**config.mk**
```make
export PLATFORM = sky130hd
export DESIGN_NAME = clkgen_strap_ctrl
export DESIGN_NICKNAME = d
export VERILOG_FILES = /design/src/rtl/strap_pkg.sv /design/src/rtl/strap_rst_seq.sv /design/src/rtl/strap_latch.sv /design/src/rtl/strap_tri_decode.sv /design/src/rtl/clkgen_strap_ctrl.sv
export SDC_FILE = /design/constraint.sdc
export NUM_CORES = 1
export LEC_CHECK = 0
export BUFFER_PORTS_ARGS = -buffer_cell sky130_fd_sc_hd__buf_2
export CAP_MARGIN = 20
export CORE_UTILIZATION = 35
export CTS_CLUSTER_DIAMETER = 120
export DETAILED_ROUTE_END_ITERATION = 8
export PLACE_DENSITY = 0.7
export RECOVER_POWER = 100
export SETUP_SLACK_MARGIN = 0.2
export SYNTH_ARGS = -nofsm -noshare
export SYNTH_HDL_FRONTEND = slang
export SYNTH_HIERARCHICAL = 1
export SYNTH_SLANG_ARGS = --single-unit
```
**constraint.sdc**
```tcl
create_clock -name clk -period 1.1 [get_ports clk]
set_input_delay 0.165 -clock clk [delete_from_list [all_inputs] [get_ports clk]]
set_output_delay 0.165 -clock clk [all_outputs]
set_load 0.01 [all_outputs]
```
**src/rtl/strap_pkg.sv**
```systemverilog
package strap_pkg;

  typedef enum logic [1:0] {
    LVL_LO  = 2'd0,
    LVL_MID = 2'd1,
    LVL_HI  = 2'd2
  } tri_lvl_e;

  typedef enum logic [1:0] {
    SPREAD_OFF = 2'b00,
    SPREAD_050 = 2'b01,
    SPREAD_075 = 2'b10
  } spread_e;

  localparam int NUM_TWO_LVL = 3;
  localparam int NUM_TRI_LVL = 3;

  localparam int TWO_OE50  = 0;
  localparam int TWO_FSEL0 = 1;
  localparam int TWO_FSEL1 = 2;

  localparam int TRI_GRP100 = 0;
  localparam int TRI_GRP125 = 1;
  localparam int TRI_SPREAD = 2;

endpackage

```
**src/rtl/strap_rst_seq.sv**
```systemverilog
module strap_rst_seq #(
  parameter int SETTLE_CYCLES = 8,
  parameter int SYNC_STAGES   = 2
) (
  input  logic clk,
  input  logic por_n,
  output logic rst_n_sync,
  output logic capture,
  output logic ph_hold,
  output logic ph_run
);
  localparam int CNT_W = $clog2(SETTLE_CYCLES + 1);
  localparam logic [CNT_W-1:0] CNT_LAST = CNT_W'(SETTLE_CYCLES - 1);

  logic [SYNC_STAGES-1:0] sync_q;
  logic [CNT_W-1:0]       cnt_q, cnt_d;
  logic                   cnt_en;
  logic                   hold_q, hold_d;
  logic                   run_q, run_d;

  // reset synchroniser: asserts at once, releases after SYNC_STAGES edges
  always_ff @(posedge clk or negedge por_n) begin
    if (!por_n) sync_q <= '0;
    else        sync_q <= {sync_q[SYNC_STAGES-2:0], 1'b1};
  end

  assign rst_n_sync = sync_q[SYNC_STAGES-1];

  // settle counter runs only while the strap register is still open
  assign cnt_en  = !run_q;
  assign capture = cnt_en && (cnt_q == CNT_LAST);

  always_comb begin
    cnt_d  = cnt_q;
    hold_d = hold_q;
    run_d  = run_q;
    if (cnt_en) begin
      cnt_d = cnt_q + CNT_W'(1);
    end
    if (capture) begin
      hold_d = 1'b0;
      run_d  = 1'b1;
    end
  end

  always_ff @(posedge clk or negedge rst_n_sync) begin
    if (!rst_n_sync) begin
      cnt_q  <= '0;
      hold_q <= 1'b1;
      run_q  <= 1'b0;
    end else begin
      if (cnt_en) cnt_q <= cnt_d;
      hold_q <= hold_d;
      run_q  <= run_d;
    end
  end

  assign ph_hold = hold_q;
  assign ph_run  = run_q;

  // the two reset phases are always complementary
  assert_phase_compl_R1: assert property (@(posedge clk) disable iff (!rst_n_sync)
    ph_hold != ph_run);

  // capture fires a single time per power-up
  assert_capture_once_R2: assert property (@(posedge clk) disable iff (!rst_n_sync)
    capture |=> (!capture && ph_run));

endmodule

```
**src/rtl/strap_latch.sv**
```systemverilog
module strap_latch #(
  parameter int W = 9
) (
  input  logic         clk,
  input  logic         rst_n,
  input  logic         capture,
  input  logic         closed,
  input  logic [W-1:0] d,
  output logic [W-1:0] q
);
  logic [W-1:0] q_r, q_d;

  always_comb begin
    q_d = q_r;
    if (capture) q_d = d;
  end

  always_ff @(posedge clk or negedge rst_n) begin
    if (!rst_n)       q_r <= '0;
    else if (capture) q_r <= q_d;
  end

  assign q = q_r;

  // once closed, the captured straps never move
  assert_frozen_R2: assert property (@(posedge clk) disable iff (!rst_n)
    closed |=> $stable(q));

endmodule

```
**src/rtl/strap_tri_decode.sv**
```systemverilog
module strap_tri_decode
  import strap_pkg::*;
(
  input  logic     above_hi,
  input  logic     below_lo,
  output tri_lvl_e lvl,
  output logic     illegal
);
  always_comb begin
    illegal = above_hi && below_lo;
    unique case ({above_hi, below_lo})
      2'b10:   lvl = LVL_HI;
      2'b01:   lvl = LVL_LO;
      default: lvl = LVL_MID;
    endcase
  end
endmodule

```
**src/rtl/clkgen_strap_ctrl.sv**
```systemverilog
module clkgen_strap_ctrl
  import strap_pkg::*;
#(
  parameter int SETTLE_CYCLES = 8,
  parameter int SYNC_STAGES   = 2,
  parameter int NUM_SHARED    = 4,
  parameter int NUM_GRP125    = 2
) (
  input  logic                   clk,
  input  logic                   por_n,
  input  logic [NUM_TWO_LVL-1:0] strap_in,
  input  logic [NUM_TRI_LVL-1:0] tri_above_hi,
  input  logic [NUM_TRI_LVL-1:0] tri_below_lo,
  output logic [NUM_SHARED-1:0]  shared_pin_oe,
  output logic [1:0]             mem_freq_code,
  output logic [1:0]             ss_mode,
  output logic                   grp100_oe,
  output logic                   grp100_sel,
  output logic [NUM_GRP125-1:0]  grp125_oe,
  output logic                   grp125_sel,
  output logic                   strap_err,
  output logic                   cfg_valid
);
  localparam int LW = NUM_TWO_LVL + 2 * NUM_TRI_LVL;

  logic rst_n_sync, capture, ph_hold, ph_run;
  logic [LW-1:0] raw_straps, held;
  logic [NUM_TWO_LVL-1:0] two_q;
  logic [NUM_TRI_LVL-1:0] hi_q, lo_q, bad;
  tri_lvl_e lvl [NUM_TRI_LVL];
  spread_e  spread;
  logic     a_oe, a_sel, b_oe, b_sel;
  logic     valid_q, valid_d;

  strap_rst_seq #(
    .SETTLE_CYCLES(SETTLE_CYCLES),
    .SYNC_STAGES  (SYNC_STAGES)
  ) u_seq (
    .clk       (clk),
    .por_n     (por_n),
    .rst_n_sync(rst_n_sync),
    .capture   (capture),
    .ph_hold   (ph_hold),
    .ph_run    (ph_run)
  );

  assign raw_straps = {tri_below_lo, tri_above_hi, strap_in};

  strap_latch #(.W(LW)) u_latch (
    .clk    (clk),
    .rst_n  (rst_n_sync),
    .capture(capture),
    .closed (ph_run),
    .d      (raw_straps),
    .q      (held)
  );

  assign two_q = held[NUM_TWO_LVL-1:0];
  assign hi_q  = held[NUM_TWO_LVL +: NUM_TRI_LVL];
  assign lo_q  = held[NUM_TWO_LVL+NUM_TRI_LVL +: NUM_TRI_LVL];

  for (genvar i = 0; i < NUM_TRI_LVL; i++) begin : g_tri
    strap_tri_decode u_dec (
      .above_hi(hi_q[i]),
      .below_lo(lo_q[i]),
      .lvl     (lvl[i]),
      .illegal (bad[i])
    );
  end

  // option decode of the frozen straps
  always_comb begin
    unique case (lvl[TRI_SPREAD])
      LVL_LO:  spread = SPREAD_075;
      LVL_HI:  spread = SPREAD_050;
      default: spread = SPREAD_OFF;
    endcase
    unique case (lvl[TRI_GRP100])
      LVL_LO:  begin a_oe = 1'b1; a_sel = 1'b0; end
      LVL_HI:  begin a_oe = 1'b1; a_sel = 1'b1; end
      default: begin a_oe = 1'b0; a_sel = 1'b0; end
    endcase
    unique case (lvl[TRI_GRP125])
      LVL_LO:  begin b_oe = 1'b1; b_sel = 1'b0; end
      LVL_HI:  begin b_oe = 1'b0; b_sel = 1'b0; end
      default: begin b_oe = 1'b1; b_sel = 1'b1; end
    endcase
  end

  assign ss_mode       = spread;
  assign mem_freq_code = {two_q[TWO_FSEL1], two_q[TWO_FSEL0]};
  assign grp100_sel    = a_sel;
  assign grp125_sel    = b_sel;
  assign grp100_oe     = ph_run && a_oe;
  assign strap_err     = |bad;

  // shared pins turn to outputs only after the register closes
  for (genvar p = 0; p < NUM_SHARED; p++) begin : g_shared
    assign shared_pin_oe[p] = ph_run && two_q[TWO_OE50];
  end

  for (genvar g = 0; g < NUM_GRP125; g++) begin : g_grp125
    assign grp125_oe[g] = ph_run && b_oe;
  end

  assign valid_d = ph_run;

  always_ff @(posedge clk or negedge rst_n_sync) begin
    if (!rst_n_sync) valid_q <= 1'b0;
    else             valid_q <= valid_d;
  end

  assign cfg_valid = valid_q;

  // valid only rises after the register has closed
  assert_valid_late_R1: assert property (@(posedge clk) disable iff (!rst_n_sync)
    $rose(cfg_valid) |-> $past(ph_run));

  // no shared driver is on while the hold phase is active
  assert_no_early_drive_R3: assert property (@(posedge clk) disable iff (!rst_n_sync)
    (|shared_pin_oe) |-> !ph_hold);

  // the error flag cannot move once the configuration is valid
  assert_err_stable_R2: assert property (@(posedge clk) disable iff (!rst_n_sync)
    cfg_valid |=> $stable(strap_err));

  // a mid spread strap never yields an active spread setting
  assert_spread_mid_off_R6: assert property (@(posedge clk) disable iff (!rst_n_sync)
    (cfg_valid && lvl[TRI_SPREAD] == LVL_MID) |-> ss_mode == SPREAD_OFF);

  // selecting 125 MHz implies both group outputs are driven
  assert_grp125_on_R9: assert property (@(posedge clk) disable iff (!rst_n_sync)
    (cfg_valid && grp125_sel) |-> (&grp125_oe));

endmodule

```
==> qor.log <==
[sta] achievable clock frequency 655 MHz
[floorplanning] die outline area 2610 um2
[grt] via count of the first global-routing pass 610
[sta] relative slew slack 60.8%
[sta] Worst Slack Setup Final -0.427 ns
[grt] wire length of the first global-routing pass 2.66 mm
[sta] share of the clock period used by the worst path 139%
[cts] number of clock sinks 17
[grt] number of antenna violations at the first check in global routing 0
[setup_path] signal arrival time at the worst endpoint 1.36 ns
[finish] FILL cells 200
[routing] Iter 0 DRT Violations 5
[finish] sequential cell area 427 um2
[cts] CTS root buf clkbuf_4
[finish] synthesis-to-finish area growth 60.0%
[sta] Total Negative Setup Slacks -6.95 ns
[routing] post-route antenna net violation count 0
[sta] time the worst path needs with I/O delays and setup 1.53 ns
[sta] Final Hold Viols 0
[floorplanning] height of the chip 51.1 um
[sta] RSZ-0062 raised after global routing yes
[sta] Final setup viols 26
[finish] diode insertion count for antenna repair 0
[floorplanning] starting density of the core 37.8%
[floorplanning] area of the core region 2230 um2
[grt] grt ovf 0
[finish] area of the multi-input gates 470 um2
[routing] post-detailed-route via-to-cell ratio 4.37
[pwr] Pleak 0.679 nW
[sta] clock skew after layout 0.00250 ns
[logic_synthesis] number of instances in the synthesized netlist 60
[routing] wire length per cell 12.2 um
[place] IO Port Bufs 25
[place] RD Place Congestion 0.706
[run] reported max-cap violation count 0
[setup_path] Required @ worst endpoint 0.94 ns
[cts] Clock Tree Buf Depth 2
[logic_synthesis] synthesized area per cell 14.1 um2
[worst_hold_path] worst min-delay path class input pin to flop
[status] status finished, violations left
[floorplanning] I/O Pins 26
[finish] fraction of layout instances using a drive strength above 1 75.0%
[setup_path] R2R setup slack -0.28 ns
[routing] number of vias in the routed layout 594
[sta] tightest hold margin 0.106 ns
[cts] Inserted Clock Buffers 3
[finish] number of nets in the layout 127
[cts] TritonCTS clock tree built
[pwr] IR Drop Worst-Case VDD 0.000835 V
[setup_path] Crit. End Element output port
[cts] insertion delay to the later sink of the worst-skew pair 0.29 ns
[floorplanning] horizontal die dimension 51.1 um
[routing] Detailed Routing Iterations Pass 1 4
[finish] post-layout instance count excluding filler cells 136
[routing] drt total wl 1.66 mm
[grt] overall fraction of global-route tracks in use 14.1%
[place] placed cell count 121
[status] failing checks setup timing
[setup_path] Max FO, Critical Path 3
[logic_synthesis] post-synth net total 78
[logic_synthesis] Ys Warns 6
[cts] clock slew seen by the registers of the worst setup and hold paths 0.09 ns
[sta] Final Max Tran Viols 0
[cts] H-tree levels 1
[sta] Least-Margin Pin Slew 0.588 ns
[floorplanning] row count 17
[setup_path] critical setup path kind flop to output port
[logic_synthesis] synthesized cell area 845 um2
[setup_path] kind of launch point of the worst setup path flop
[grt] pin count of the biggest net entering global routing 16
[pwr] power density of the placed cells 900 nW/um2
[routing] DRC violation count after routing 0
==> registers in the layout, summed over array words and instances, names as in the netlist <==
name / flops
u_seq/cnt_q: 4
cfg_valid: 1
u_latch/q: 9
u_seq/ph_run: 1
u_seq/sync_q: 2
==> routing by layer <==
| metal | wire length (um) | part of all wire (%) | vias up | GRT usage [%] |
|---|---|---|---|---|
| li1 | - | - | 288 | - |
| met4 | 37 | 2.2 | 0 | 8.33 |
| met3 | 30 | 1.8 | 4 | 1.79 |
| met1 | 675 | 41 | 292 | 17.7 |
| met2 | 918 | 55 | 10 | 23.0 |
| met5 | 0 | 0 | - | 0 |
==> worst max-delay path: stages (launching register included) <==
cell     delay, ns
dfrtp_1       0.41
ha_2          0.19
or3_4         0.35
buf_6         0.12
==> final timing paths <==
kind,startpoint,end,depth (start not counted)
worst min-delay path,strap_in[0],u_latch/q[0],2
max in group asynchronous,u_seq/sync_q[1],u_seq/ph_run,0
min in group asynchronous,por_n,u_seq/sync_q[1],2
worst min register to register,u_seq/sync_q[1],u_seq/cnt_q[1],0
worst max register to register,u_seq/cnt_q[0],u_latch/q[2],4
worst max-delay path,u_latch/q[5],strap_err,3
==> through the flow <==
stage | util, % | worst slack (ns) | power [mW] | area (um2)
after floorplan | - | -0.228 | 0.786 | 911
after global routing | 60.5 | -0.485 | 1.29 | 1350
final | 60.5 | -0.427 | 1.22 | 1350
after detailed placement | 50.3 | -0.268 | 0.848 | 1120
after global placement | 50.3 | -0.235 | 0.843 | 1120
after CTS | 57.1 | -0.431 | 1.21 | 1280
==> power by group <==
group,internal (mW),switching (mW)
Clock,0.141,0.183
Sequential,0.645,0.0233
Combinational,0.141,0.0827
Total,0.927,0.289
==> placed cells by master, fill, tap and decap left out, types with 2 or more instances in the layout <==
cell type,count
buf_4,18
nor2b_2,2
ha_2,3
ha_4,4
buf_2,14
inv_2,2
clkbuf_4,3
clkbuf_1,6
mux2_4,9
xnor2_2,2
dfrtp_1,16
inv_4,2
buf_6,12
==> cell type report <==
type                       instances  share of cell area (%)
multi-input combinational         32                    34.8
sequential                        17                    31.6
timing repair buffer              50                    27.3
tap                               28                    2.59
clock buffer                       4                    1.94
inverter                           5                    1.76
==> what timing repair did <==
item,4_1_cts,5_1_grt
gates cloned,0,0
gates resized for setup,15,10
hold endpoints to repair,2,0
hold buffers,1,0
setup endpoints to repair,28,29
buffers inserted,5,5
pin swaps,4,4
Note: power is estimated with default switching activity, not from simulation.
